### src/rtl/dwr_pkg.sv
package dwr_pkg;
  typedef enum logic [2:0] {
    TERM_NORMAL     = 3'd0,
    TERM_RETRY      = 3'd1,
    TERM_DISCONNECT = 3'd2,
    TERM_TABORT     = 3'd3,
    TERM_MABORT     = 3'd4
  } term_e;

  typedef enum logic [2:0] {
    ST_IDLE    = 3'd0,
    ST_LAUNCH  = 3'd1,
    ST_AWAIT   = 3'd2,
    ST_HOLD    = 3'd3,
    ST_DROPPED = 3'd4
  } state_e;

  function automatic logic is_retry(input logic [2:0] code);
    return code == TERM_RETRY;
  endfunction
endpackage

### src/rtl/dwr_attempt_cnt.sv
module dwr_attempt_cnt #(
  parameter int DEF_LOG2 = 24,
  parameter int MAX_LOG2 = 32
) (
  input  logic clk,
  input  logic rst,
  input  logic long_sel,
  input  logic clr,
  input  logic inc,
  output logic last_one
);
  localparam int CNT_W = MAX_LOG2 + 1;
  localparam logic [CNT_W-1:0] ONE     = CNT_W'(1);
  localparam logic [CNT_W-1:0] LIM_DEF = ONE << DEF_LOG2;
  localparam logic [CNT_W-1:0] LIM_MAX = ONE << MAX_LOG2;

  logic [CNT_W-1:0] count;
  logic [CNT_W-1:0] limit;

  assign limit    = long_sel ? LIM_MAX : LIM_DEF;
  assign last_one = (count + ONE) == limit;

  always_ff @(posedge clk) begin
    if (rst || clr) count <= '0;
    else if (inc)   count <= count + ONE;
  end


  cnt_within_limit_chk: assert property (@(posedge clk) disable iff (rst)
    inc |-> (count < limit));


  cnt_restart_chk: assert property (@(posedge clk) disable iff (rst)
    clr |=> (count == '0));
endmodule

### src/rtl/dwr_err_report.sv
module dwr_err_report (
  input  logic clk,
  input  logic rst,
  input  logic exhaust,
  input  logic mask,
  input  logic clr,
  output logic serr_pulse,
  output logic sticky
);
  always_ff @(posedge clk) begin
    if (rst) begin
      serr_pulse <= 1'b0;
      sticky     <= 1'b0;
    end else begin
      serr_pulse <= exhaust && !mask;
      if (exhaust)  sticky <= 1'b1;
      else if (clr) sticky <= 1'b0;
    end
  end


  serr_single_chk: assert property (@(posedge clk) disable iff (rst)
    serr_pulse |=> !serr_pulse);


  sticky_follows_serr_chk: assert property (@(posedge clk) disable iff (rst)
    serr_pulse |-> sticky);
endmodule

### src/rtl/dwr_sequencer.sv
module dwr_sequencer
  import dwr_pkg::*;
(
  input  logic       clk,
  input  logic       rst,
  input  logic       req_valid,
  input  logic       init_retry,
  input  logic       tgt_done,
  input  logic [2:0] tgt_term,
  input  logic       last_one,
  output logic       cnt_clr,
  output logic       cnt_inc,
  output logic       exhaust,
  output logic       busy,
  output logic       tgt_start,
  output logic       resp_valid,
  output logic [2:0] resp_code
);
  state_e     state;
  logic [2:0] held;
  logic       retry_seen;
  logic [2:0] final_code;

  assign retry_seen = (state == ST_AWAIT) && tgt_done && is_retry(tgt_term);
  assign cnt_clr    = (state == ST_IDLE) && req_valid;
  assign cnt_inc    = retry_seen;
  assign exhaust    = retry_seen && last_one;
  assign busy       = (state != ST_IDLE);
  assign final_code = (tgt_term > TERM_MABORT) ? TERM_TABORT : tgt_term;

  always_ff @(posedge clk) begin
    if (rst) begin
      state      <= ST_IDLE;
      held       <= TERM_NORMAL;
      tgt_start  <= 1'b0;
      resp_valid <= 1'b0;
      resp_code  <= TERM_NORMAL;
    end else begin
      tgt_start  <= 1'b0;
      resp_valid <= 1'b0;
      case (state)
        ST_IDLE: begin
          if (req_valid) begin
            state     <= ST_LAUNCH;
            tgt_start <= 1'b1;
          end
        end
        ST_LAUNCH: begin
          state <= ST_AWAIT;
          if (init_retry) begin
            resp_valid <= 1'b1;
            resp_code  <= TERM_RETRY;
          end
        end
        ST_AWAIT: begin
          if (init_retry) begin
            resp_valid <= 1'b1;
            resp_code  <= TERM_RETRY;
          end
          if (tgt_done) begin
            if (is_retry(tgt_term)) begin
              if (last_one) begin
                state <= ST_DROPPED;
              end else begin
                state     <= ST_LAUNCH;
                tgt_start <= 1'b1;
              end
            end else begin
              held  <= final_code;
              state <= ST_HOLD;
            end
          end
        end
        ST_HOLD: begin
          if (init_retry) begin
            resp_valid <= 1'b1;
            resp_code  <= held;
            state      <= ST_IDLE;
          end
        end
        ST_DROPPED: begin
          if (init_retry) begin
            resp_valid <= 1'b1;
            resp_code  <= TERM_TABORT;
            state      <= ST_IDLE;
          end
        end
        default: state <= ST_IDLE;
      endcase
    end
  end


  start_single_chk: assert property (@(posedge clk) disable iff (rst)
    tgt_start |=> !tgt_start);


  finish_no_launch_chk: assert property (@(posedge clk) disable iff (rst)
    ((state == ST_AWAIT) && tgt_done && !is_retry(tgt_term)) |=> !tgt_start);


  pending_answer_chk: assert property (@(posedge clk) disable iff (rst)
    (init_retry && ((state == ST_LAUNCH) || (state == ST_AWAIT)))
      |=> (resp_valid && resp_code == TERM_RETRY));


  dropped_answer_chk: assert property (@(posedge clk) disable iff (rst)
    (init_retry && (state == ST_DROPPED))
      |=> (resp_valid && resp_code == TERM_TABORT && !busy));


  busy_ignores_req_chk: assert property (@(posedge clk) disable iff (rst)
    (busy && !retry_seen) |=> !tgt_start);
endmodule

### src/rtl/dw_retry_ctrl.sv
module dw_retry_ctrl #(
  parameter int DEF_LOG2 = 24,
  parameter int MAX_LOG2 = 32
) (
  input  logic       clk,
  input  logic       rst,
  input  logic       cfg_long_limit,
  input  logic       serr_mask_nodeliver,
  input  logic       nodeliver_clr,
  input  logic       req_valid,
  input  logic       init_retry,
  input  logic       tgt_done,
  input  logic [2:0] tgt_term,
  output logic       busy,
  output logic       tgt_start,
  output logic       resp_valid,
  output logic [2:0] resp_code,
  output logic       serr_pulse,
  output logic       nodeliver_flag
);
  logic cnt_clr, cnt_inc, last_one, exhaust;

  dwr_sequencer u_seq (
    .clk        (clk),
    .rst        (rst),
    .req_valid  (req_valid),
    .init_retry (init_retry),
    .tgt_done   (tgt_done),
    .tgt_term   (tgt_term),
    .last_one   (last_one),
    .cnt_clr    (cnt_clr),
    .cnt_inc    (cnt_inc),
    .exhaust    (exhaust),
    .busy       (busy),
    .tgt_start  (tgt_start),
    .resp_valid (resp_valid),
    .resp_code  (resp_code)
  );

  dwr_attempt_cnt #(
    .DEF_LOG2 (DEF_LOG2),
    .MAX_LOG2 (MAX_LOG2)
  ) u_cnt (
    .clk      (clk),
    .rst      (rst),
    .long_sel (cfg_long_limit),
    .clr      (cnt_clr),
    .inc      (cnt_inc),
    .last_one (last_one)
  );

  dwr_err_report u_err (
    .clk        (clk),
    .rst        (rst),
    .exhaust    (exhaust),
    .mask       (serr_mask_nodeliver),
    .clr        (nodeliver_clr),
    .serr_pulse (serr_pulse),
    .sticky     (nodeliver_flag)
  );
endmodule

### config.mk
export PLATFORM = sky130hd
export DESIGN_NAME = dw_retry_ctrl
export DESIGN_NICKNAME = d
export VERILOG_FILES = /design/src/rtl/dwr_pkg.sv /design/src/rtl/dwr_attempt_cnt.sv /design/src/rtl/dwr_err_report.sv /design/src/rtl/dwr_sequencer.sv /design/src/rtl/dw_retry_ctrl.sv
export SDC_FILE = /design/constraint.sdc
export NUM_CORES = 1
export LEC_CHECK = 0
export BUFFER_PORTS_ARGS = -buffer_cell sky130_fd_sc_hd__buf_4
export CORE_ASPECT_RATIO = 1.4
export CORE_MARGIN = 2
export CORE_UTILIZATION = 65
export CTS_BUF_LIST = sky130_fd_sc_hd__clkbuf_4 sky130_fd_sc_hd__clkbuf_8 sky130_fd_sc_hd__clkbuf_16
export DETAILED_ROUTE_END_ITERATION = 10
export GPL_TIMING_DRIVEN = 0
export HOLD_SLACK_MARGIN = 0.08
export PLACE_DENSITY = 0.85
export SLEW_MARGIN = 20
export SYNTH_ARGS = -nofsm -noshare
export SYNTH_HDL_FRONTEND = slang
export SYNTH_SLANG_ARGS = --single-unit
### constraint.sdc
create_clock -name clk -period 4.9 [get_ports clk]
set_clock_uncertainty 0.1 [all_clocks]
set_input_delay 0.49 -clock clk [delete_from_list [all_inputs] [get_ports clk]]
set_output_delay 0.49 -clock clk [all_outputs]
set_load 0.1 [all_outputs]
# After elaboration in Yosys (flattened, before gate mapping)
# Cells that the tools add are included.
# W data, S select, Z words.
[word_totals]
word_cells = 62
in_bits = 11
output_inout_bits = 8
reg_bits = 46
[op_classes]
muxes = 20
n_addsub = 1
order_cmp = 1
n_eq_ne = 12
reduce_logical = 18
bitwise = 2
[op_table]
columns = ["op", "count"]
rows = [
  ["$add A33 B1 Y33 const B", 1],
  ["$eq A33 B33 Y1", 1],
  ["$mux W33", 1],
  ["$mux W3", 9],
  ["$pmux W3 S4", 1],
  ["$pmux W3 S3", 1],
  ["$ne A2 B2 Y1 const B", 4],
  ["$mux W1", 7],
  ["$eq A3 B1 Y1 const B", 2],
  ["$eq A3 B2 Y1 const B", 2],
  ["$reduce_and A3 Y1", 2],
  ["$reduce_bool A3 Y1", 2],
  ["$reduce_or A2 Y1", 3],
  ["$logic_and A1 B1 Y1", 5],
  ["$ne A2 B1 Y1 const B", 2],
  ["$reduce_and A4 Y1", 1],
  ["$reduce_or A4 Y1", 1],
  ["$eq A3 B3 Y1 const B", 1],
  ["$gt A3 B3 Y1 const B", 1],
  ["$logic_not A3 Y1", 1],
  ["$not A1 Y1", 2],
  ["$pmux W1 S2", 1],
  ["$reduce_bool A2 Y1", 1],
  ["$logic_not A1 Y1", 1],
  ["$logic_or A1 B1 Y1", 1],
]

# Logic depth before layout (Yosys ltp)
[depth]
ltp_word = 6
ltp_mapped = 9
depth_no_buf = 8

# Hierarchy
# Synthesis repeated with hierarchy kept, for this count alone.
[hier_totals]
hier_cells = 347
area_unflattened_um2 = 2720.1
[modules_own_cells]
columns = ["module", "cells_each", "area_per_inst_um2", "seq_area_each_um2", "instances"]
rows = [
  ["dwr_attempt_cnt", 269, 2080.7, 660.6, 1],
  ["dwr_sequencer", 72, 570.5, 220.2, 1],
  ["dwr_err_report", 6, 68.8, 40.0, 1],
]

# Worst setup path after synthesis
# OpenSTA, ideal clock, no wires.
[synth_path]
path_type = "register -> register"
startpoint = "register u_cnt.count[1]"
endpoint = "register u_seq.state[0]"
setup_slack_ns = 2.240
period_less_slack_ns = 2.660
setup_ns = 0.122
t_arrival_ns = 2.438
n_path_buf = 0
t_required_ns = 4.678
stages_incl_launch_ff = 8
cell_sequence = "dfxtp_1 > ha_1 > nand4_1 > nor4_4 > and4_2 > a31oi_1 > or4_4 > o311a_1"
[synth_via]
elab_chain_cells = 6
[synth_lines]
columns = ["item", "line_no", "text"]
rows = [
  ["start: declaration", "dwr_attempt_cnt.sv:17", "logic [CNT_W-1:0] count;"],
  ["start signal: assignment", "dwr_attempt_cnt.sv:25", "else if (inc) count <= count + ONE;"],
  ["$add A33 B1 Y33", "dwr_attempt_cnt.sv:21", "assign last_one = (count + ONE) == limit;"],
  ["$eq A33 B33 Y1", "dwr_attempt_cnt.sv:21", ""],
  ["$mux W3", "dwr_sequencer.sv:62", "if (last_one) begin"],
  ["$mux W3", "dwr_sequencer.sv:61", "if (is_retry(tgt_term)) begin"],
  ["$mux W3", "dwr_sequencer.sv:60", "if (tgt_done) begin"],
  ["$pmux W3 S4", "dwr_sequencer.sv:41", "case (state)"],
  ["end signal: assignment", "dwr_sequencer.sv:44", "state <= ST_LAUNCH;"],
  ["end signal: assignment", "dwr_sequencer.sv:63", "state <= ST_DROPPED;"],
  ["end signal: assignment", "dwr_sequencer.sv:65", "state <= ST_LAUNCH;"],
  ["end: declaration", "dwr_sequencer.sv:19", "state_e state;"],
]
# No other way between the ends. The select of a mux whose other input is x is not followed.
# A chain may end at the register's enable or synchronous reset.

# Final worst setup path
# Same ends and word-level chain as after synthesis.

==> impl_results.md <==
* Final count of negative-setup-slack endpoints at 0
* Critical path startpoint category: flip-flop
* Number of global-route vias before repair at 2,534
* Drt initial violations at 179
* Final #Nets at between 400 and 500
* Vias per std cell at approximately 6.0
* Count of inserted antenna diode cells at 0
* Flop and latch count out of synthesis at 46
* Vertical die dimension at about 83 um
* Post-route DRC at 0
* IR Drop Worst-Case VDD at 186 uV
* Period utilisation layout at 63.2%
* Total wire length at roughly 6700 um
* Setup Total Neg Slack at 0 ns
* Total Die Area at between 0.005 and 0.006 mm^2
* Synthesized net count at ~380
* Cell area after synthesis at 0.00293 mm^2
* Antenna Violating Nets Remaining at 0
* Final hold vios at 0
* CTS tree: done
* # hold bufs at CTS at 0
* Slew at the pin closest to its max-slew limit at between 0.6 and 0.7 ns
* Endpoint required time on the critical path at ~5 ns
* Floorplan Core Area at around 0.0043 mm^2
* Overflow left after global routing at 0
* Sequential fraction of the synthesis area at a little under a third
* Starting utilization of the core area at 68.5%
* First-pass GRT wire length at roughly 11,000 um
* Die span in x at approximately 60 um
* Average size of a mapped cell at 7.96 um^2
* TritonCTS Buffers at 5
* Number of max-capacitance violations reported at 0
* Setup repair bufs after CTS at 0
* CTS sink cnt at 46
* Fraction of final layout cells with drive strength greater than 1 at around 14%
* Top cells by area, synth: dfxtp_1, nor2_1, xnor2_1
* Outcome: complete, no violations
* Leakage power total at between 0.001 and 0.0015 uW
* Most frequently used flop master after synthesis: dfxtp_1
* Class of the most critical hold timing path: in -> reg
* Area share of the leading cell type in the synthesized netlist at between 30% and 40%
* Sum of net half-perimeters after detailed placement at ~5000 um
* Synthesized instance count at 368
* Critical Path End Type: flip-flop
* Share of flip-flops with an asynchronous set or reset at 0%
* Cell row count at 28
* Headroom to the max-slew limit at between 50% and 60%
* Number of synthesized flops with an enable pin at 0
* Slew Viols, Final at 0
* Average wire length per cell after detail routing at ~15 um
* Maximum fanout count along the critical path at 10
* Worst skew pair latency at about 0.30 ns
* Number of levels in the clock H-tree at 2
* Initial antenna violation count at 0
* Setup repair after global routing missed its margin: no
* Clock root buffer: clkbuf_8
* Routed vias at roughly 2,700
* Boundary pin count at 19
* Type of the worst setup path: reg -> reg
* Total global-route track usage at between 20% and 30%
* Layout Area Growth over Synthesis at 10.0%
* Number of unique standard cell types used by synthesis at 63
* Power density normalized to cell area at between 200 and 250 mW/mm^2
* Util after Layout at 75.4%
* Pre-Repair DR Iteration Count at 5
* CP Data Arrival Time at ~3.2 ns
* Clock slew at the register clock pins of the worst setup and hold paths at around 0.08 ns
* Maximum number of buffers from clock root to sink at 2
* Leading post-synthesis cells by instance count: nor2_1, dfxtp_1, nand2_1
* Largest net degree at the start of global routing at 13
* Total of cells resized after clock tree synthesis at 0
* Final hold slack at approximately 0.25 ns
* Top-count cell post-synth: nor2_1
* Largest area contributor in the synthesized netlist: dfxtp_1
* Total of buffers placed on input and output ports at 18
* Max Freq at 323 MHz
* Yosys synthesis warning count at 0
* Routability congestion estimate at around 0.88
* Final Critical Period at around 3.1 ns
[flip-flops by register name (all words and copies together) (netlist names)]
register / cells
u_cnt.count: 33
u_seq.held: 3
u_seq.resp_code: 3
u_seq.state: 3
u_err.serr_pulse: 1
u_err.sticky: 1
u_seq.resp_valid: 1
u_seq.tgt_start: 1
[metrics by stage]
stage	instance area (um^2)	std cells	total power (uW)	setup WS [ns]
after floorplan	2930	368	437	2.24
after global placement	3140	446	456	1.90
after detailed placement	3140	446	458	1.88
after CTS	3220	453	679	1.84
after global routing	3220	453	701	1.60
final	3220	453	674	1.80
[where the power goes]
group / internal, uW / switching [uW]
Sequential: 378 / 1.69
Clock: 109 / 115
Combinational: 19.1 / 51.1
[critical path, cell delays in order, from the launching register on]
cell	delay (ns)
dfxtp_1	0.50
ha_1	0.35
and3_1	0.18
clkbuf_1	0.30
nand4_1	0.16
xnor2_1	0.19
a221oi_1	0.27
nand3b_1	0.11
or4_4	0.46
o311a_1	0.36
[cells in the final DEF, fill, tap and decap left out, drive strengths merged, types with 2 or more instances in the layout]
cell type	count
nor2	55
a211oi	6
inv	8
a31oi	2
nand2	33
ha	2
a211o	2
nand4	18
a21oi	10
xor2	18
buf	33
dfxtp	46
a21o	3
nor4	8
mux2i	3
clkbuf	19
nor3	13
a311o	2
nand3b	4
nor3b	2
a221oi	2
xnor2	21
nand3	24
o41ai	2
or3	8
or2	2
o21ai	10
or4	2
nand4b	2
nand2b	2
and3	3
and2	2
and4	8
[cell families (layout without fill, tap and decap cells)]
logic type	Yosys count	count (layout)	share of synthesized area (%)
buffers and inverters	35	60	7.39
and+or+nand+nor	190	190	34.8
AOI/OAI and AO/OA	53	53	12.8
muxes	3	3	1.03
xor gates and xnor gates	39	39	11.7
DFF	46	46	31.5
adders and majority gates	2	2	0.855
[layout make-up]
class	instances	area, um^2
Multi-Input combinational cell	287	1790
Fill cell	352	1050
Sequential cell	46	921
Buffer	27	186
Timing Repair Buffer	18	135
Clock buffer	7	83.8
Tap cell	60	75.1
Inverter	8	30.0
[worst paths after layout]
check | startpoint | to | slack, ns | depth (start not counted)
setup / recovery | u_cnt.count[1] | u_seq.state[0] | 1.80 | 9
hold / removal | serr_mask_nodeliver | u_err.serr_pulse | 0.25 | 2
setup reg to reg | u_cnt.count[1] | u_seq.state[0] | 1.80 | 9
hold reg to reg | u_seq.held[0] | u_seq.resp_code[0] | 0.37 | 2
[per-layer routing]
layer	share of wire (%)	track usage [%]
met3	4.5	5.92
met4	3.8	12.3
met1	41	34.5
met2	50	47.6
met5	0	0
(Power assumes the default switching activity.)
